<file path="src/rtl/refsw_pkg.sv">
package refsw_pkg;
  localparam int MODE_W = 12;
  localparam int STAT_W = 14;
  localparam int NSIDE  = 2;

  // mode word bit positions
  localparam int M_STOP_L   = 0;
  localparam int M_STOP_R   = 1;
  localparam int M_POL_L    = 2;
  localparam int M_POL_R    = 3;
  localparam int M_SWAP     = 4;
  localparam int M_LAT_L_UP = 5;
  localparam int M_LAT_L_DN = 6;
  localparam int M_LAT_R_UP = 7;
  localparam int M_LAT_R_DN = 8;
  localparam int M_ENC      = 9;
  localparam int M_STALL    = 10;
  localparam int M_SOFT     = 11;

  // status word bit positions
  localparam int S_SW      = 0;
  localparam int S_LAT     = 2;
  localparam int S_STOP    = 4;
  localparam int S_SG      = 6;
  localparam int S_PEV     = 7;
  localparam int S_VR      = 8;
  localparam int S_PR      = 9;
  localparam int S_VZ      = 10;
  localparam int S_ZW      = 11;
  localparam int S_SM      = 12;
  localparam int S_STALLIN = 13;
endpackage

</file>
<file path="src/rtl/refsw_sync.sv">
module refsw_sync #(
  parameter int W      = 2,
  parameter int STAGES = 2
) (
  input  logic         clk,
  input  logic         rst,
  input  logic [W-1:0] d,
  output logic [W-1:0] q
);
  logic [W-1:0] stg [STAGES];

  always_ff @(posedge clk) begin
    if (rst) begin
      for (int i = 0; i < STAGES; i++) stg[i] <= '0;
    end else begin
      stg[0] <= d;
      for (int i = 1; i < STAGES; i++) stg[i] <= stg[i-1];
    end
  end

  assign q = stg[STAGES-1];
endmodule

</file>
<file path="src/rtl/refsw_side.sv">
module refsw_side (
  input  logic clk,
  input  logic rst,
  input  logic lvl,
  input  logic pol_low,
  input  logic stop_en,
  input  logic dir_match,
  input  logic hold,
  input  logic lat_up_en,
  input  logic lat_dn_en,
  output logic active,
  output logic stop_cond,
  output logic latch_hit
);
  logic act_q;

  assign active    = lvl ^ pol_low;
  assign stop_cond = stop_en & active & dir_match & ~hold;
  assign latch_hit = (active & ~act_q & lat_up_en) | (~active & act_q & lat_dn_en);

  always_ff @(posedge clk) begin
    if (rst) act_q <= 1'b0;
    else     act_q <= active;
  end

  // a counted edge needs a state change since the previous cycle
  p_edge_needs_change_r5: assert property (@(posedge clk) disable iff (rst)
    latch_hit |-> (active != act_q));
endmodule

</file>
<file path="src/rtl/refsw_status.sv">
module refsw_status
  import refsw_pkg::*;
(
  input  logic              clk,
  input  logic              rst,
  input  logic              rd,
  input  logic [NSIDE-1:0]  act,
  input  logic [NSIDE-1:0]  stop_c,
  input  logic [NSIDE-1:0]  hit,
  input  logic              stall_en,
  input  logic              stall_in,
  input  logic              pr_in,
  input  logic              vr_in,
  input  logic              vz_in,
  input  logic              zw_in,
  input  logic              sm_in,
  output logic [STAT_W-1:0] status,
  output logic              irq
);
  logic [NSIDE-1:0] sw_q, lat_q, stop_q, lat_n;
  logic sg_q, pe_q, vr_q, pr_q, vz_q, zw_q, sm_q, st_q, irq_q;
  logic sg_n, pe_n, sm_n;

  assign lat_n = hit | (lat_q & {NSIDE{~rd}});
  assign sg_n  = (stall_en & stall_in) | (sg_q & ~rd);
  assign pe_n  = (pr_in & ~pr_q) | (pe_q & ~rd);
  assign sm_n  = sm_in | (sm_q & ~rd);

  always_ff @(posedge clk) begin
    if (rst) begin
      sw_q <= '0; lat_q <= '0; stop_q <= '0;
      sg_q <= 1'b0; pe_q <= 1'b0; vr_q <= 1'b0; pr_q <= 1'b0;
      vz_q <= 1'b0; zw_q <= 1'b0; sm_q <= 1'b0; st_q <= 1'b0;
      irq_q <= 1'b0;
    end else begin
      sw_q   <= act;
      lat_q  <= lat_n;
      stop_q <= stop_c;
      sg_q   <= sg_n;
      pe_q   <= pe_n;
      sm_q   <= sm_n;
      vr_q   <= vr_in;
      pr_q   <= pr_in;
      vz_q   <= vz_in;
      zw_q   <= zw_in;
      st_q   <= stall_in;
      irq_q  <= (|stop_c) | sg_n | pe_n;
    end
  end

  assign status = {st_q, sm_q, zw_q, vz_q, pr_q, vr_q, pe_q, sg_q, stop_q, lat_q, sw_q};
  assign irq    = irq_q;

  // set wins over a read in the same cycle
  p_set_wins_r10: assert property (@(posedge clk) disable iff (rst)
    hit[0] |=> status[S_LAT]);
  // a read with no set clears the latch-ready flag
  p_read_clears_r10: assert property (@(posedge clk) disable iff (rst)
    (rd && !hit[1]) |=> !status[S_LAT+1]);
  // stall with enable raises the stall event
  p_stall_sets_r7: assert property (@(posedge clk) disable iff (rst)
    (stall_en && stall_in) |=> status[S_SG]);
  // interrupt follows the event bits
  p_irq_match_r11: assert property (@(posedge clk) disable iff (rst)
    irq == (|status[S_PEV:S_STOP]));
endmodule

</file>
<file path="src/rtl/refsw_unit.sv">
module refsw_unit
  import refsw_pkg::*;
#(
  parameter int POS_W       = 32,
  parameter int ENC_W       = 32,
  parameter int SYNC_STAGES = 2
) (
  input  logic              clk,
  input  logic              rst,
  input  logic              pin_left,
  input  logic              pin_right,
  input  logic [MODE_W-1:0] mode,
  input  logic [POS_W-1:0]  pos_actual,
  input  logic [ENC_W-1:0]  enc_pos,
  input  logic              dir_neg,
  input  logic              hold_mode,
  input  logic              stall_in,
  input  logic              vel_reached,
  input  logic              pos_reached,
  input  logic              vel_zero,
  input  logic              zerowait,
  input  logic              second_move,
  input  logic              status_rd,
  output logic              stop_left,
  output logic              stop_right,
  output logic              stop_stall,
  output logic              stop_soft,
  output logic [POS_W-1:0]  latch_pos,
  output logic [ENC_W-1:0]  latch_enc,
  output logic [STAT_W-1:0] status,
  output logic              irq
);
  logic [NSIDE-1:0] raw, lvl, act, stop_c, hit;
  logic [NSIDE-1:0] pol, stop_en, dir_ok, up_en, dn_en;
  logic             soft_q;

  refsw_sync #(.W(NSIDE), .STAGES(SYNC_STAGES)) u_sync (
    .clk(clk), .rst(rst), .d({pin_right, pin_left}), .q(raw)
  );

  assign lvl = mode[M_SWAP] ? {raw[0], raw[1]} : raw;

  assign pol     = {mode[M_POL_R], mode[M_POL_L]};
  assign stop_en = {mode[M_STOP_R], mode[M_STOP_L]};
  assign dir_ok  = {~dir_neg, dir_neg};
  assign up_en   = {mode[M_LAT_R_UP], mode[M_LAT_L_UP]};
  assign dn_en   = {mode[M_LAT_R_DN], mode[M_LAT_L_DN]};

  for (genvar s = 0; s < NSIDE; s++) begin : g_side
    refsw_side u_side (
      .clk(clk), .rst(rst), .lvl(lvl[s]), .pol_low(pol[s]),
      .stop_en(stop_en[s]), .dir_match(dir_ok[s]), .hold(hold_mode),
      .lat_up_en(up_en[s]), .lat_dn_en(dn_en[s]),
      .active(act[s]), .stop_cond(stop_c[s]), .latch_hit(hit[s])
    );
  end

  refsw_status u_stat (
    .clk(clk), .rst(rst), .rd(status_rd), .act(act), .stop_c(stop_c),
    .hit(hit), .stall_en(mode[M_STALL]), .stall_in(stall_in),
    .pr_in(pos_reached), .vr_in(vel_reached), .vz_in(vel_zero),
    .zw_in(zerowait), .sm_in(second_move), .status(status), .irq(irq)
  );

  always_ff @(posedge clk) begin
    if (rst) begin
      latch_pos <= '0;
      latch_enc <= '0;
      soft_q    <= 1'b0;
    end else begin
      soft_q <= mode[M_SOFT];
      if (|hit) latch_pos <= pos_actual;
      if ((|hit) && mode[M_ENC]) latch_enc <= enc_pos;
    end
  end

  assign stop_left  = status[S_STOP];
  assign stop_right = status[S_STOP+1];
  assign stop_stall = status[S_SG];
  assign stop_soft  = soft_q;

  // a counted edge captures the position of that cycle
  p_latch_value_r5: assert property (@(posedge clk) disable iff (rst)
    (|hit) |=> latch_pos == $past(pos_actual));
  // no left stop without enable or during hold
  p_no_stop_off_r4: assert property (@(posedge clk) disable iff (rst)
    (!mode[M_STOP_L] || hold_mode) |=> !stop_left);
  // encoder latch is untouched while disabled
  p_enc_hold_r6: assert property (@(posedge clk) disable iff (rst)
    !mode[M_ENC] |=> $stable(latch_enc));
endmodule

</file>
<file path="config.mk">
export PLATFORM = sky130hd
export DESIGN_NAME = refsw_unit
export DESIGN_NICKNAME = d
export VERILOG_FILES = /design/src/rtl/refsw_pkg.sv /design/src/rtl/refsw_sync.sv /design/src/rtl/refsw_side.sv /design/src/rtl/refsw_status.sv /design/src/rtl/refsw_unit.sv
export SDC_FILE = /design/constraint.sdc
export NUM_CORES = 1
export LEC_CHECK = 0
export ABC_AREA = 1
export BUFFER_PORTS_ARGS = -buffer_cell sky130_fd_sc_hd__buf_2
export CAP_MARGIN = 20
export CORE_ASPECT_RATIO = 1.5
export CORE_UTILIZATION = 28
export CTS_CLUSTER_SIZE = 8
export DETAILED_ROUTE_END_ITERATION = 6
export PLACE_DENSITY = 0.54
export SLEW_MARGIN = 5
export SYNTH_ARGS = -nofsm -noshare
export SYNTH_HDL_FRONTEND = slang
export SYNTH_SLANG_ARGS = --single-unit
export TNS_END_PERCENT = 100
</file>
<file path="constraint.sdc">
create_clock -name clk -period 1.5 [get_ports clk]
set_input_delay 0.075 -clock clk [delete_from_list [all_inputs] [get_ports clk]]
set_output_delay 0.075 -clock clk [all_outputs]
set_load 0.005 [all_outputs]
</file>
==> results of run 1 <==
-- routing by layer --
metal / up-vias / wire length, microns
li1: 1814 / -
met1: 1586 / 4252
met2: 120 / 5252
met3: 15 / 588
met4: 0 / 184
met5: - / 0
-- state kept, by name (all words and copies together), names as in the netlist --
name,flops
u_stat.pr_q,1
latch_pos,32
u_stat.vr_q,1
u_stat.irq,1
u_stat.st_q,1
u_stat.sg_q,1
u_stat.sw_q,1
u_stat.stop_q,2
g_side.u_side.act_q,1
u_sync.stg,4
u_stat.vz_q,1
u_stat.sm_q,1
u_stat.pe_q,1
u_stat.zw_q,1
u_stat.lat_q,2
stop_soft,1
latch_enc,32
-- area by class of cell --
class | instances | area (sq um) | share of cell area (%)
clock buffers | 10 | 229.0 | 4.396
clock inverters | 6 | 111.4 | 2.138
inverters | 56 | 217.7 | 4.180
multi-input cells | 282 | 1335 | 25.63
flip-flops and latches | 84 | 1684 | 32.33
well taps | 150 | 187.7 | 3.603
repair buffers | 223 | 1444 | 27.72
-- worst max-delay path: stages (launching register included) --
cell and delay [ns]:
dfxtp_2 0.34, nand2_1 0.09, nand3_1 0.13, nand3_2 0.12, nand2_4 0.14, nand2_8 0.10
buf_8 0.17, o21ai_0 0.15, nor2_1 0.06
-- power by group --
group	internal [mW]	switching, mW
logic	0.600	0.659
clock network	1.63	0.912
registers	2.46	0.108
total	4.69	1.68
-- synthesized netlist by cell type, types with 2 or more instances --
| cell type | count | area [sq um] |
|---|---|---|
| nor2_1 | 110 | 412.9 |
| dfxtp_1 | 84 | 1682 |
| inv_1 | 54 | 202.7 |
| nand2_1 | 51 | 191.4 |
| nand3_1 | 37 | 185.2 |
| a21oi_1 | 35 | 175.2 |
| o21ai_0 | 28 | 140.1 |
| buf_4 | 12 | 90.09 |
| clkbuf_1 | 11 | 41.29 |
| buf_2 | 9 | 45.04 |
| nand3_2 | 6 | 60.06 |
| buf_6 | 5 | 56.30 |
| buf_1 | 4 | 15.01 |
| nand2_2 | 4 | 25.02 |
| o21ai_1 | 4 | 20.02 |
| inv_2 | 2 | 7.510 |
-- kinds of logic after synthesis --
logic type             synth area share (%)
DFF                                   49.54
buffers and inverters                 13.49
and+or+nand+nor                       26.65
AOI/OAI and AO/OA                     10.32
-- final timing paths --
check,endpoint,cells past startpoint,slack [ns],start
max,latch_pos[10],8,0.08,u_sync.stg[0][2]
max reg2reg,latch_pos[10],8,0.08,u_sync.stg[0][2]
min reg2reg,u_sync.stg[0][3],2,0.40,u_sync.stg[0][1]
min,u_stat.stop_q[1],4,0.03,hold_mode
-- metrics by stage --
step | std cells | hold slack, ns
6_report | 811 | 0.02569
5_1_grt | 811 | 0.04729
3_5_place_dp | 750 | 0.2884
3_3_place_gp | 750 | 0.2743
4_1_cts | 807 | 0.004769
2_1_floorplan | 462 | 0.1820
-- timing repair --
action                     4_1_cts  5_1_grt
gates resized for setup          1       43
setup endpoints to repair       32       62
gates cloned                     0        4
hold buffers                    41        0
hold endpoints to repair        41        0
pin swaps                        0        4
==> results.md, run 1 <==
- H-Tree Depth: 3
- Antenna diode count: 0
- EDFF count, synth: 0
- # rows: 48
- Clk root buf: clkbuf_16
- Hold WC Path Type: input pin to flip-flop
- First DRT Iteration DRCs: 84
- Die area: 0.01258 sq mm
- Synth warnings: 0
- Peak VDD IR: 701.6 uV
- CP max FO: 17
- Gr busiest metal: met2
- Global routing usage on met2: 26.53%
- Post-synth top flop: dfxtp_1
- Crit Path Class: flip-flop to flip-flop
- Area Overhead vs Synth: 53.45%
- Core footprint: 0.01165 sq mm
- Placed wire-length estimate: 6.328 mm
- Startpoint types: flip-flop
- Clk sink count: 84
- Synthesized Nets: 551
- Fin area: 0.005209 sq mm
- Syn Area/Cell: 7.347 sq um
- DR pass1 iterations: 4
- M3 GR Usage: 4.389%
- Post-CTS setup buffer count: 0
- Share of layout cells above drive strength 1: 33.74%
- Final Hold Fails: 0
- I/O pin count: 172
- Pre-CTS WS: -0.1006 ns
- # DRC: 0
- Antenna violations before repair: 0
- Fillers: 1210
- CTS Buffer Depth: 2
- Vias in the first global route: 3262
- Final setup viols: 0
- Total gr overflow: 0
- Starting Density: 29.13%
- Max-cap violations: 0
- Final core occ: 44.71%
- Cell Area, Synth: 0.003395 sq mm
- Distinct cell type count after synthesis: 22
- Most common cell after layout, fill and taps aside: buf_2
- GRT Total Usage: 15.21%
- Post-route ant nets: 0
- Reg clk slew, reported paths: 0.06 ns
- PortBufs: 171
- Fmax: 703.7 MHz
- Global routing usage on met1: 16.82%
- Global-route wire length before repair: 15.13 mm
- Status: finished clean
- CTS tree: yes
- CTS buffer count: 9
- Tmin final: 1.421 ns
- CP Data Arrival Time: 1.64 ns
- Die W: 91.90 microns
- Nets@finish: 745
- Commonest non-fill, non-tap cells in the layout: buf_2 (171), nor2_1 (110), dfxtp_1 (82), inv_1 (53), nand2_1 (50)
- Slew margin rel.: 75.77%
- Largest net degree at the start of global routing: 67
- GPL Wtd Cong: 0.7755
- PD cells: 1223 mW/mm^2
- Post-synthesis sequential area ratio: 49.54%
- Async set-reset flop share out of synthesis: 0%
- Pleak: 2.758 nW
- Worst setup margin: 0.07899 ns
- Setup tns final: 0 ns
- Register bit count reported by yosys: 84
- Drt wl/cell: 12.67 microns
- Total power: 6.368 mW
- Worst setup EP type: flip-flop
- Die height: 136.9 microns
- Insertion delay to the later sink of the worst-skew pair: 0.33 ns
- Worst-Margin Slew: 0.3604 ns
- Final Max Tran Viols: 0
- Crit path required time: 1.72 ns
- Crit share post-route: 94.73%
- WL final: 10.28 mm
- Via count: 3535
- Post-place instance area: 0.004288 sq mm
- Post-Syn Instances: 462
- Vias/cell: 4.359
- Clock Skew: 0.004827 ns
No activity file was read; power rests on OpenSTA's default activity.
==> run 2, diff against run 1 <==
--- a/config.mk
+++ b/config.mk
@@ -12,7 +12,7 @@
 export CORE_UTILIZATION = 28
 export CTS_CLUSTER_SIZE = 8
 export DETAILED_ROUTE_END_ITERATION = 6
-export PLACE_DENSITY = 0.54
+export PLACE_DENSITY_LB_ADDON = 0.12
 export SLEW_MARGIN = 5
 export SYNTH_ARGS = -nofsm -noshare
 export SYNTH_HDL_FRONTEND = slang
==> constraint.sdc (replaced) <==
create_clock -name clk -period 1.8 [get_ports clk]
set_input_delay 0.09 -clock clk [delete_from_list [all_inputs] [get_ports clk]]
set_output_delay 0.09 -clock clk [all_outputs]
set_load 0.005 [all_outputs]
==> run 2 against run 1 <==
  * Clock power shrank 23%
  * Sequential power shrank 17%
  * Global-route usage shrank 0.75 points
  * Routed wire length shrank 9.9%
  * Highest routed layer unchanged
  * First-iteration DRC count grew 120%
  * Core utilization shrank 2.2 points
  * Hold slack lost 0.022 ns
  * Largest cell class unchanged
  * Via count shrank 2.2%
==> results.md, run 2 (same netlist as run 1, synthesis figures left out) <==
- Final std cells w/o fill: 799 (-1.5%)
- PortBufs: 171 (unchanged)
- CP cell instances: inv_1 > nand2_1 > nand3_1 > nand3_1 > nand2_1 > nand2_4 > buf_12 > nand3_1 > nand2_1 > nor2_1
- RSZ-0062 raised after global routing: no
- First DRT Iteration DRCs: 183 (+120%)
- Fmax: 620.6 MHz (-12%)
- Drt wl/cell: 11.60 microns (-8.5%)
- Final setup viols: 0 (unchanged)
- CP max FO: 51 (+34)
- Via count: 3458 (-2.2%)
- CTS buffer count: 9 (unchanged)
- Startpoint types: flip-flop
- Die height: 136.9 microns (unchanged)
- Starting Density: 29.13% (unchanged)
- CP max stage delay: 0.36 ns (+0.02 ns)
- CP Data Arrival Time: 1.83 ns (+0.19 ns)
- DR pass1 iterations: 4 (unchanged)
- Global-route wire length before repair: 14.47 mm (-4.4%)
- GPL Wtd Cong: 0.7345 (-5.3%)
- Nets@finish: 735 (-1.3%)
- Area Overhead vs Synth: 45.96%
- Clk sink count: 84 (unchanged)
- Clk root buf: clkbuf_16
- PD cells: 1008 mW/mm^2 (-18%)
- Share of layout cells above drive strength 1: 31.90% (-1.8 points)
- Crit-path slowest cell: dfxtp_1
- Vias in the first global route: 3145 (-3.6%)
- Crit path required time: 2.02 ns (+0.30 ns)
- CTS Buffer Depth: 2 (unchanged)
- Final Max Tran Viols: 0 (unchanged)
- Status: finished clean
- Core footprint: 0.01165 sq mm (unchanged)
- Antenna diode count: 0 (unchanged)
- Clock Skew: 0.004845 ns (+0.00001784 ns)
- Commonest non-fill, non-tap cells in the layout: buf_2 (171), nor2_1 (110), dfxtp_1 (84), inv_1 (53), nand2_1 (51)
- Total gr overflow: 0 (unchanged)
- # DRC: 0 (unchanged)
- Pleak: 2.646 nW (-4.0%)
- Die area: 0.01258 sq mm (unchanged)
- Hold depth: 3 (-1)
- GRT Total Usage: 14.46% (-0.75 points)
- Slew margin rel.: 74.89% (-0.88 points)
- WL final: 9.265 mm (-9.9%)
- CP Depth: 10 (+2)
- CTS tree: yes
- Antenna violations before repair: 0 (unchanged)
- Largest registers: latch_enc (32), latch_pos (32), u_sync.stg (4)
- # rows: 48 (unchanged)
- Reg clk slew, reported paths: 0.06 ns (about the same)
- Worst setup EP type: flip-flop
- Worst-Margin Slew: 0.3766 ns (+0.01621 ns)
- I/O pin count: 172 (unchanged)
- Hold WC Path Type: input pin to flip-flop
- Crit share post-route: 89.51% (-5.2 points)
- Post-route ant nets: 0 (unchanged)
- Final Hold Fails: 0 (unchanged)
- Setup tns final: 0 ns (unchanged)
- Insertion delay to the later sink of the worst-skew pair: 0.32 ns (about the same)
- Most common cell after layout, fill and taps aside: buf_2
- Placed wire-length estimate: 6.304 mm (-0.39%)
- Placed Cells: 747 (-0.40%)
- Vias/cell: 4.328 (-0.71%)
- Crit path max-delay family: simple AND/OR/NAND/NOR gates
- Crit path buf inv count: 2 (+1)
- Tmin final: 1.611 ns (+0.1902 ns)
- Die W: 91.90 microns (unchanged)
- Peak VDD IR: 509.3 uV (-27%)
- R2R depth: 10 (+2)
- Max-cap violations: 0 (unchanged)
- H-Tree Depth: 3 (unchanged)
- Crit Path Class: flip-flop to flip-flop
- Largest net degree at the start of global routing: 65 (-3.0%)
run 2: cell count changes in the layout (fill, tap and decap cells not counted), moves of 2 or more:
cell	change
o21ai_0	+20
nand3_1	+7
nand2_8	-2
buf_8	-2
clkbuf_16	-2
nand3_2	-7
buf_6	-2
o21ai_1	-20
buf_4	+3
dfxtp_2	-2
dfxtp_1	+2
dlygate4sd3_1	-6
run 2: per-layer routing:
layer  GRT usage, %  wire length [microns]  vias to the layer above
met1          16.36                   3931                     1531
met4          6.424                    164                        0
met3          3.611                    545                       12
met5              0                      0                        -
met2          25.54                   4624                      124
li1               -                      -                     1791
run 2: stage by stage:
step                hold slack [ns]  util [%]  setup WS [ns]  cell area [sq um]  total power [mW]
finish                     0.003220     42.53         0.1887               4955             4.996
global route                0.01365     42.53       0.009533               4955             5.285
CTS                       0.0003787     42.31        0.07519               4930             5.077
detailed placement           0.3081     36.61        0.09435               4265             3.027
global placement             0.2940     36.61         0.1692               4265             3.017
floorplan                    0.1970         -         0.4780               3395             2.676
run 2: path summary, 6_finish.rpt:
| path | startpoint | end | slack [ns] |
|---|---|---|---|
| min reg2reg | u_sync.stg[0][0] | u_sync.stg[0][2] | 0.40 |
| max | u_sync.stg[0][3] | latch_enc[2] | 0.19 |
| max reg2reg | u_sync.stg[0][3] | latch_enc[2] | 0.19 |
| min | pos_actual[30] | latch_pos[30] | 0.003 |
run 2: layout make-up:
class	count	area [sq um]
repair buffers	214	1304
well taps	150	187.7
fillers	1222	6696
clock inverters	4	75.07
flip-flops and latches	84	1682
clock buffers	10	239.0
inverters	56	212.7
multi-input cells	281	1255
run 2: what timing repair did:
item / CTS / global route
setup buffers: 0 / 3
resized for setup: 0 / 2
hold endpoints to repair: 35 / 0
setup endpoints to repair: 0 / 41
hold buffers: 35 / 0
run 2: where the power goes:
part           internal [mW]  switching [mW]
Combinational          0.431           0.482
Clock                   1.24           0.710
Sequential              2.05          0.0883
Total                   3.72            1.28
run 2: worst register-to-register path, cell delays in order, from the launching register on:
cell,delay (ns)
dfxtp_1,0.36
inv_1,0.05
nand2_1,0.07
nand3_1,0.10
nand3_1,0.09
nand2_1,0.13
nand2_4,0.21
buf_12,0.26
nand3_1,0.13
nand2_1,0.07
nor2_1,0.04
